`config.mk`:
```
export PLATFORM = sky130hd
export DESIGN_NAME = shf_barrel
export DESIGN_NICKNAME = d
export VERILOG_FILES = /design/src/rtl/shf_pkg.sv /design/src/rtl/shf_left_unit.sv /design/src/rtl/shf_right_unit.sv /design/src/rtl/shf_rot_unit.sv /design/src/rtl/shf_barrel.sv
export SDC_FILE = /design/constraint.sdc
export NUM_CORES = 1
export LEC_CHECK = 0
export BUFFER_PORTS_ARGS = -buffer_cell sky130_fd_sc_hd__clkbuf_2
export CAP_MARGIN = 20
export CORE_ASPECT_RATIO = 1.5
export CORE_UTILIZATION = 57
export DETAILED_ROUTE_END_ITERATION = 10
export MAX_ROUTING_LAYER = met4
export PLACE_DENSITY = 0.91
export SLEW_MARGIN = 20
export SYNTH_ARGS = -nofsm -noshare
export SYNTH_HDL_FRONTEND = slang
export SYNTH_SLANG_ARGS = --single-unit
```
`constraint.sdc`:
```
create_clock -name vclk -period 1.9
set_input_delay 0 -clock vclk [all_inputs]
set_output_delay 0 -clock vclk [all_outputs]
set_load 0.02 [all_outputs]
```
`src/rtl/shf_pkg.sv`:
```
package shf_pkg;
    localparam int DATA_W = 32;

    typedef enum logic [2:0] {
        SHK_LSL = 3'd0,
        SHK_LSR = 3'd1,
        SHK_ASR = 3'd2,
        SHK_ROR = 3'd3,
        SHK_RRX = 3'd4
    } shf_kind_e;
endpackage

```
`src/rtl/shf_left_unit.sv`:
```
module shf_left_unit #(
    parameter int W  = 32,
    parameter int AW = 6
) (
    input  logic [W-1:0]  val_i,
    input  logic [AW-1:0] amt_i,
    output logic [W-1:0]  res_o,
    output logic          carry_o
);
    // bit W is a guard that catches the last bit shifted out
    logic [W:0] stg [0:AW];

    assign stg[0] = {1'b0, val_i};

    for (genvar k = 0; k < AW; k++) begin : g_stage
        localparam int SH = 1 << k;
        assign stg[k+1] = amt_i[k] ? {stg[k][W-SH:0], {SH{1'b0}}} : stg[k];
    end

    assign res_o   = stg[AW][W-1:0];
    assign carry_o = stg[AW][W];

    always_comb begin
        if (amt_i == '0) begin
            a_r1_left_idle: assert (res_o == val_i)
                else $error("left unit altered operand at zero count");
        end
        if (amt_i == AW'(W)) begin
            a_r6_left_full: assert (res_o == '0 && carry_o == val_i[0])
                else $error("left unit full-width shift wrong");
        end
    end
endmodule

```
`src/rtl/shf_right_unit.sv`:
```
module shf_right_unit #(
    parameter int W  = 32,
    parameter int AW = 6
) (
    input  logic [W-1:0]  val_i,
    input  logic [AW-1:0] amt_i,
    input  logic          arith_i,
    output logic [W-1:0]  res_o,
    output logic          carry_o
);
    logic       fill;
    // bit 0 is a guard that catches the last bit shifted out
    logic [W:0] stg [0:AW];

    assign fill   = arith_i & val_i[W-1];
    assign stg[0] = {val_i, 1'b0};

    for (genvar k = 0; k < AW; k++) begin : g_stage
        localparam int SH = 1 << k;
        assign stg[k+1] = amt_i[k] ? {{SH{fill}}, stg[k][W:SH]} : stg[k];
    end

    assign res_o   = stg[AW][W:1];
    assign carry_o = stg[AW][0];

    always_comb begin
        if (arith_i && val_i[W-1] && amt_i != '0) begin
            a_r4_sign_fill: assert (res_o[W-1])
                else $error("arithmetic shift lost sign");
        end
        if (!arith_i && amt_i != '0 && amt_i <= AW'(W)) begin
            a_r3_zero_fill: assert (!res_o[W-1])
                else $error("logical right shift filled with one");
        end
    end
endmodule

```
`src/rtl/shf_rot_unit.sv`:
```
module shf_rot_unit #(
    parameter int W  = 32,
    parameter int RW = 5
) (
    input  logic [W-1:0]  val_i,
    input  logic [RW-1:0] amt_i,
    input  logic          rrx_i,
    input  logic          cin_i,
    output logic [W-1:0]  res_o,
    output logic          carry_o
);
    logic [W-1:0] stg [0:RW];

    assign stg[0] = val_i;

    for (genvar k = 0; k < RW; k++) begin : g_stage
        localparam int SH = 1 << k;
        assign stg[k+1] = amt_i[k] ? {stg[k][SH-1:0], stg[k][W-1:SH]} : stg[k];
    end

    always_comb begin
        if (rrx_i) begin
            res_o   = {cin_i, val_i[W-1:1]};
            carry_o = val_i[0];
        end else begin
            res_o   = stg[RW];
            carry_o = stg[RW][W-1];
        end
    end

    always_comb begin
        if (!rrx_i) begin
            a_r5_bits_kept: assert ($countones(res_o) == $countones(val_i))
                else $error("rotate changed population count");
        end
    end
endmodule

```
`src/rtl/shf_barrel.sv`:
```
module shf_barrel
    import shf_pkg::*;
#(
    parameter  int DATA_W = shf_pkg::DATA_W,
    localparam int AMT_W  = $clog2(DATA_W) + 1
) (
    input  logic [DATA_W-1:0] value_i,
    input  logic [2:0]        kind_i,
    input  logic [AMT_W-1:0]  amount_i,
    input  logic              carry_i,
    output logic [DATA_W-1:0] result_o,
    output logic              carry_o
);
    localparam int ROT_W = AMT_W - 1;

    shf_kind_e         kind;
    logic [DATA_W-1:0] lft_res, rgt_res, rot_res;
    logic              lft_c, rgt_c, rot_c;
    logic              is_zero;

    assign kind    = shf_kind_e'(kind_i);
    assign is_zero = (amount_i == '0);

    shf_left_unit #(.W(DATA_W), .AW(AMT_W)) u_left (
        .val_i   (value_i),
        .amt_i   (amount_i),
        .res_o   (lft_res),
        .carry_o (lft_c)
    );

    shf_right_unit #(.W(DATA_W), .AW(AMT_W)) u_right (
        .val_i   (value_i),
        .amt_i   (amount_i),
        .arith_i (kind == SHK_ASR),
        .res_o   (rgt_res),
        .carry_o (rgt_c)
    );

    shf_rot_unit #(.W(DATA_W), .RW(ROT_W)) u_rot (
        .val_i   (value_i),
        .amt_i   (amount_i[ROT_W-1:0]),
        .rrx_i   (kind == SHK_RRX),
        .cin_i   (carry_i),
        .res_o   (rot_res),
        .carry_o (rot_c)
    );

    always_comb begin
        result_o = value_i;
        carry_o  = carry_i;
        unique case (kind)
            SHK_LSL: if (!is_zero) begin result_o = lft_res; carry_o = lft_c; end
            SHK_LSR,
            SHK_ASR: if (!is_zero) begin result_o = rgt_res; carry_o = rgt_c; end
            SHK_ROR: if (!is_zero) begin result_o = rot_res; carry_o = rot_c; end
            SHK_RRX: begin result_o = rot_res; carry_o = rot_c; end
            default: ;
        endcase
    end

    always_comb begin
        if (kind_i == 3'd4) begin
            a_r9_rrx_carry: assert (carry_o == value_i[0] &&
                                    result_o[DATA_W-1] == carry_i)
                else $error("extended rotate carry path wrong");
        end
        if (kind_i > 3'd4 || (kind_i < 3'd4 && is_zero)) begin
            a_r1_passthru: assert (result_o == value_i && carry_o == carry_i)
                else $error("pass-through case altered outputs");
        end
        if (kind_i == 3'd1 && amount_i == AMT_W'(DATA_W)) begin
            a_r6_lsr_full: assert (result_o == '0 && carry_o == value_i[DATA_W-1])
                else $error("full logical right shift wrong");
        end
    end
endmodule

```
==> results.md, run 1 <==
Clock network:
- The number of buffers added to fix hold violations after cts is 0.
- Gates resized during post-CTS repair numbered 351.
- The number of setup buffers added after CTS is 55.

Synthesis:
- The count of unique library cells instantiated by Yosys is 78.
- Synthesis handed over a netlist of 915 instances.
- By area the synthesized netlist is led by mux4_2, mux2i_1, a21oi_1, mux2_2, nor2_1.
- Each instance of the synthesized netlist takes up on average 7.70 um^2.
- During synthesis, Yosys emitted a total of 0 warnings.
- The share of the Yosys chip area taken by registers is 0.
- The share of Yosys cell area claimed by the top area cell type is 0.269.
- The synthesized cell area is 0.00704 mm^2.
- The top cell type by total area after synthesis is mux4_2.
- Counting every net in the synthesized netlist gives 957.

Floorplanning:
- In this run the vertical extent of the chip is 138 um.
- The die is 92.8 um wide.
- The initial standard-cell utilization of the core is 0.586.
- Row generation in the floorplan step produced 49 rows.
- The number of top-level pins is 75.

Run status:
- The flow did not finish.
- It got as far as clock tree synthesis (4_1_cts) and failed there.
- The first error in the log reads "[ERROR DPL-0038] Utilization greater than 100%, impossible to legalize".

Place:
- Routability-driven placement finished with a final weighted congestion of 1.52.
- The estimated wirelength of the detail-placed design is 33600 um.
- Before CTS, the worst setup slack after placement is -0.672 ns.
- During placement, the flow inserted port buffers numbering 75.
- Summing all placed instances gives a cell area of 0.00982 mm^2.
==> cell families after synthesis <==
| family | Yosys count | share of synthesized area |
|---|---|---|
| AOI/OAI and AO/OA | 291 | 0.276 |
| and+or+nand+nor | 287 | 0.187 |
| buffers and inverters | 133 | 0.0862 |
| muxes | 202 | 0.448 |
| xor gates and xnor gates | 2 | 0.00249 |
==> per-stage QoR <==
| stage | TNS [ns] | std cells |
|---|---|---|
| 3_5_place_dp | -15.58 | 1357 |
| 3_3_place_gp | -12.53 | 1357 |
| 2_1_floorplan | -0.103 | 915 |
==> synthesized netlist by cell type, types with 5 or more instances <==
cell / count
o22a_1: 6
a22oi_1: 7
clkbuf_1: 74
or3_1: 8
a31oi_1: 16
a2111oi_0: 6
buf_4: 9
or2_2: 6
a221oi_1: 12
buf_2: 32
buf_1: 7
o32a_1: 5
a41oi_1: 5
mux2_2: 32
nor3_1: 26
o22ai_1: 15
a21oi_1: 75
mux2i_1: 81
nand3_1: 18
nor2b_1: 9
nand2b_1: 9
o221ai_1: 5
nor2_1: 95
nor4_1: 6
nand2_1: 87
a211oi_1: 14
inv_1: 6
o21ai_0: 60
o211ai_1: 12
mux4_2: 84
==> run 2: changes to the inputs <==
--- a/config.mk
+++ b/config.mk
@@ -7,11 +7,9 @@
 export LEC_CHECK = 0
 export BUFFER_PORTS_ARGS = -buffer_cell sky130_fd_sc_hd__clkbuf_2
 export CAP_MARGIN = 20
-export CORE_ASPECT_RATIO = 1.5
-export CORE_UTILIZATION = 57
+export CORE_UTILIZATION = 40
 export DETAILED_ROUTE_END_ITERATION = 10
-export MAX_ROUTING_LAYER = met4
-export PLACE_DENSITY = 0.91
+export PLACE_DENSITY_LB_ADDON = 0.15
 export SLEW_MARGIN = 20
 export SYNTH_ARGS = -nofsm -noshare
 export SYNTH_HDL_FRONTEND = slang
==> constraint.sdc (replaced) <==
create_clock -name vclk -period 2.5
set_input_delay 0 -clock vclk [all_inputs]
set_output_delay 0 -clock vclk [all_outputs]
set_load 0.02 [all_outputs]
==> results.md, run 2 <==
Pwr:
- The power density over the cells is 255 mW/mm^2.
- VDD sags by at most 0.000177 V.
- The leakage power summed over all cells is 0.00354 uW.

GRT:
- Summed over all layers, the global routing overflow is 0.
- The fraction of met1 tracks used by global routing is 0.650.
- For met2 alone, demand over resource in global routing was 0.695.
- The first global-routing pass estimated 61600 um of wire.
- The busiest layer in global routing is met2.
- The via count of the first global-routing pass came to 8826.
- The maximum number of pins on one net before global-route repair is 47.
- The aggregate global-route resource usage is 0.469.
- The number of antenna violations at the first check in global routing came to 0.
- For this run, global-route usage on met3 was measured as 0.101.

Worst setup path:
- The signal on the critical path passes through buf_2 -> mux2_4 -> mux4_2 -> a222oi_1 -> a2111oi_1 -> or4_1 -> o22a_1 -> buf_6.
- The worst setup path is captured at an output pin.
- Among cell families on the critical path, the largest total delay comes from compound AO/OA/AOI/OAI gates.
- The slowest stage of the critical path is the or4_1 cell.
- In this design, the stage delay of the slowest critical-path cell is 0.57 ns.
- The biggest fanout along the worst timing path is 6.
- The type of the setup path with the least slack is input pin to output pin.
- STA puts the critical path data required time at 2.50 ns.
- STA classifies the critical path startpoint as an input pin.
- The critical path arrival is 2.48 ns.
- The total buffers and inverters traversed by the critical path is 2.

Final layout:
- The layout cell share with drive strength beyond 1 is 0.384.
- The leading cell type in the layout, fill and taps excluded is buf_4.
- 0 antenna diodes ended up in the layout.
- The post-route core utilization is 0.511.
- In the layout the commonest cells are buf_4, nor2_1, nand2_1.
- The layout clock buffer count is 0.
- The design has 0 sequential cells.
- The final layout contains 1097 nets.
- The final standard cell count with taps included and fillers excluded is 1278.
- The relative area change from synthesis to final layout is 25.1%.
- The fill cell total of the finished layout is 1678.
- The sequential cells in the finished layout cover a total of 0 um^2.
- The multi-input gate area in the final layout is 0.00650 mm^2.

STA:
- The tightest hold path in the finished design has a slack of 0.415 ns.
- The number of pins with negative max-slew slack in the final report is 0.
- For this run, the top clock speed supported by timing is 404 MHz.
- The worst pin sits at a relative slew slack of 0.191.
- Setup violations remaining at the end of the flow were counted as 0.
- In the finished design, the share of the clock period the worst path needs comes to 0.990.
- At the pin with the least slew margin, the transition time is 1.20 ns.
- The shortest period the worst path allows is 2.48 ns.
- The post-route setup TNS is 0 ns.
- Setup repair after global routing could not meet its margin everywhere.
- The number of endpoints with negative hold slack in the final report is 0.

Route:
- The DRC violations left is 0.
- Dividing the detail-routed wire length by the instance count gives 33.3 um.
- The pre-antenna-repair detailed-routing pass consisted of 5 iterations.
- The detail route stage leaves a number of antenna-violating nets equal to 0.
- The total vias in the final route is 9463.
- Dividing the detail-routed via count by the number of cells gives 7.40.
- After the first detailed-routing iteration, the DRC count stood at 1302.
- For this block, the routed nets add up to 42500 um of wire.

Min path:
- The critical hold path startpoint is carry_i.
- The worst hold path terminates at carry_o.
- The worst hold path belongs to the class input pin to output pin.
- The worst hold path passes through 3 cells.

Synthesis:
- nor2_1 is the most common cell in the netlist.
- The share of Yosys cell area claimed by the top area cell type is 0.269 (unchanged).
- The post-synthesis instance total is 915 (unchanged).
- The top cell type by total area after synthesis is mux4_2.
- The synthesized cell area is 0.00704 mm^2 (unchanged).
- The part of the Yosys area used for sequential elements was 0 (unchanged).
- The count of unique library cells instantiated by Yosys was 78 (unchanged).
- The number of nets produced by synthesis is 957 (unchanged).
- By area the synthesized netlist is led by mux4_2, mux2i_1, a21oi_1, mux2_2, nor2_1.
- After synthesis, the most frequently instantiated cells are nor2_1, nand2_1, mux4_2.
- The average cell area after synthesis is 7.70 um^2 (unchanged).
- The synthesis warning total is 0 (unchanged).

Place:
- The number of buffers added on ports was 75 (unchanged).
- The estimated wirelength of the detail-placed design came to 33200 um (-1.4%).
- The cell count after placement is 1277 (-5.9%).
- The placer congestion estimate is 1.13 (-25%).

Floorplanning:
- The initial standard-cell utilization of the core is 0.409 (-0.177).
- The total number of placement rows came to 48 (-2.0%).
- The chip height came to 135 um (-2.5%).
- The floorplan step defined a core boundary enclosing 0.0172 mm^2.
- The die width is 135 um (+45%).
- The number of top-level pins was 75 (unchanged).
- The full die area is 0.0181 mm^2.

Run status:
- The flow ran to the end, and the final reports show no timing, DRC or antenna violations.

Clock network:
- The buffer count from post-CTS setup fixing was 0 (-100%).

Job:
- The number of max-cap violations is 0.
-- run 2: area by class of cell --
class / instances / area share
timing repair buffer: 264 / 0.227
tap: 225 / 0.0320
multi-input combinational: 782 / 0.738
inverter: 7 / 0.00298
-- run 2: stage by stage --
step,setup WS [ns],cell area (um^2),power [uW]
floorplan,0.375,7040,1230
global placement,0.0421,8690,2130
detailed placement,0.0365,8690,2120
CTS,0.0233,8690,2120
global route,-0.0228,8810,2320
finish,0.0242,8810,2250
-- run 2: repair_timing --
item | CTS | global route
endpoints found under the setup margin | 0 | 13
endpoints found under the hold margin | 0 | 0
hold buffers | 0 | 0
gates resized for setup | 0 | 41
-- run 2: cells by family (layout without fill, tap and decap cells) --
group | after synthesis | after routing | share of synthesized area
compound gates | 291 | 291 | 0.276
xor+xnor | 2 | 2 | 0.00249
buf+inv | 133 | 271 | 0.0862
mux | 202 | 202 | 0.448
simple gates | 287 | 287 | 0.187
-- run 2: worst max-delay path by stage --
stage | start | endpoint | cells after the start
3_5_place_dp | amount_i[2] | carry_o | 8
2_1_floorplan | amount_i[1] | result_o[24] | 9
3_3_place_gp | amount_i[1] | result_o[7] | 9
5_1_grt | value_i[10] | carry_o | 8
6_report | value_i[10] | carry_o | 8
4_1_cts | amount_i[2] | carry_o | 8
-- run 2: power breakdown --
group	switching (uW)	total (uW)	internal, uW
combinational	1330	2250	920
clock	0	0	0
sequential	0	0	0
-- run 2: tightest hold or removal path, stage by stage --
cell and delay, ns:
clkbuf_2 0.12, o22a_1 0.17, buf_6 0.12
-- run 2: layer usage --
layer  routed length [um]  vias up
met2                18000      800
li1                     -     3902
met1                16600     4605
met3                 5330      156
met5                    0        -
met4                 2540        0
(Power assumes the default switching activity.)
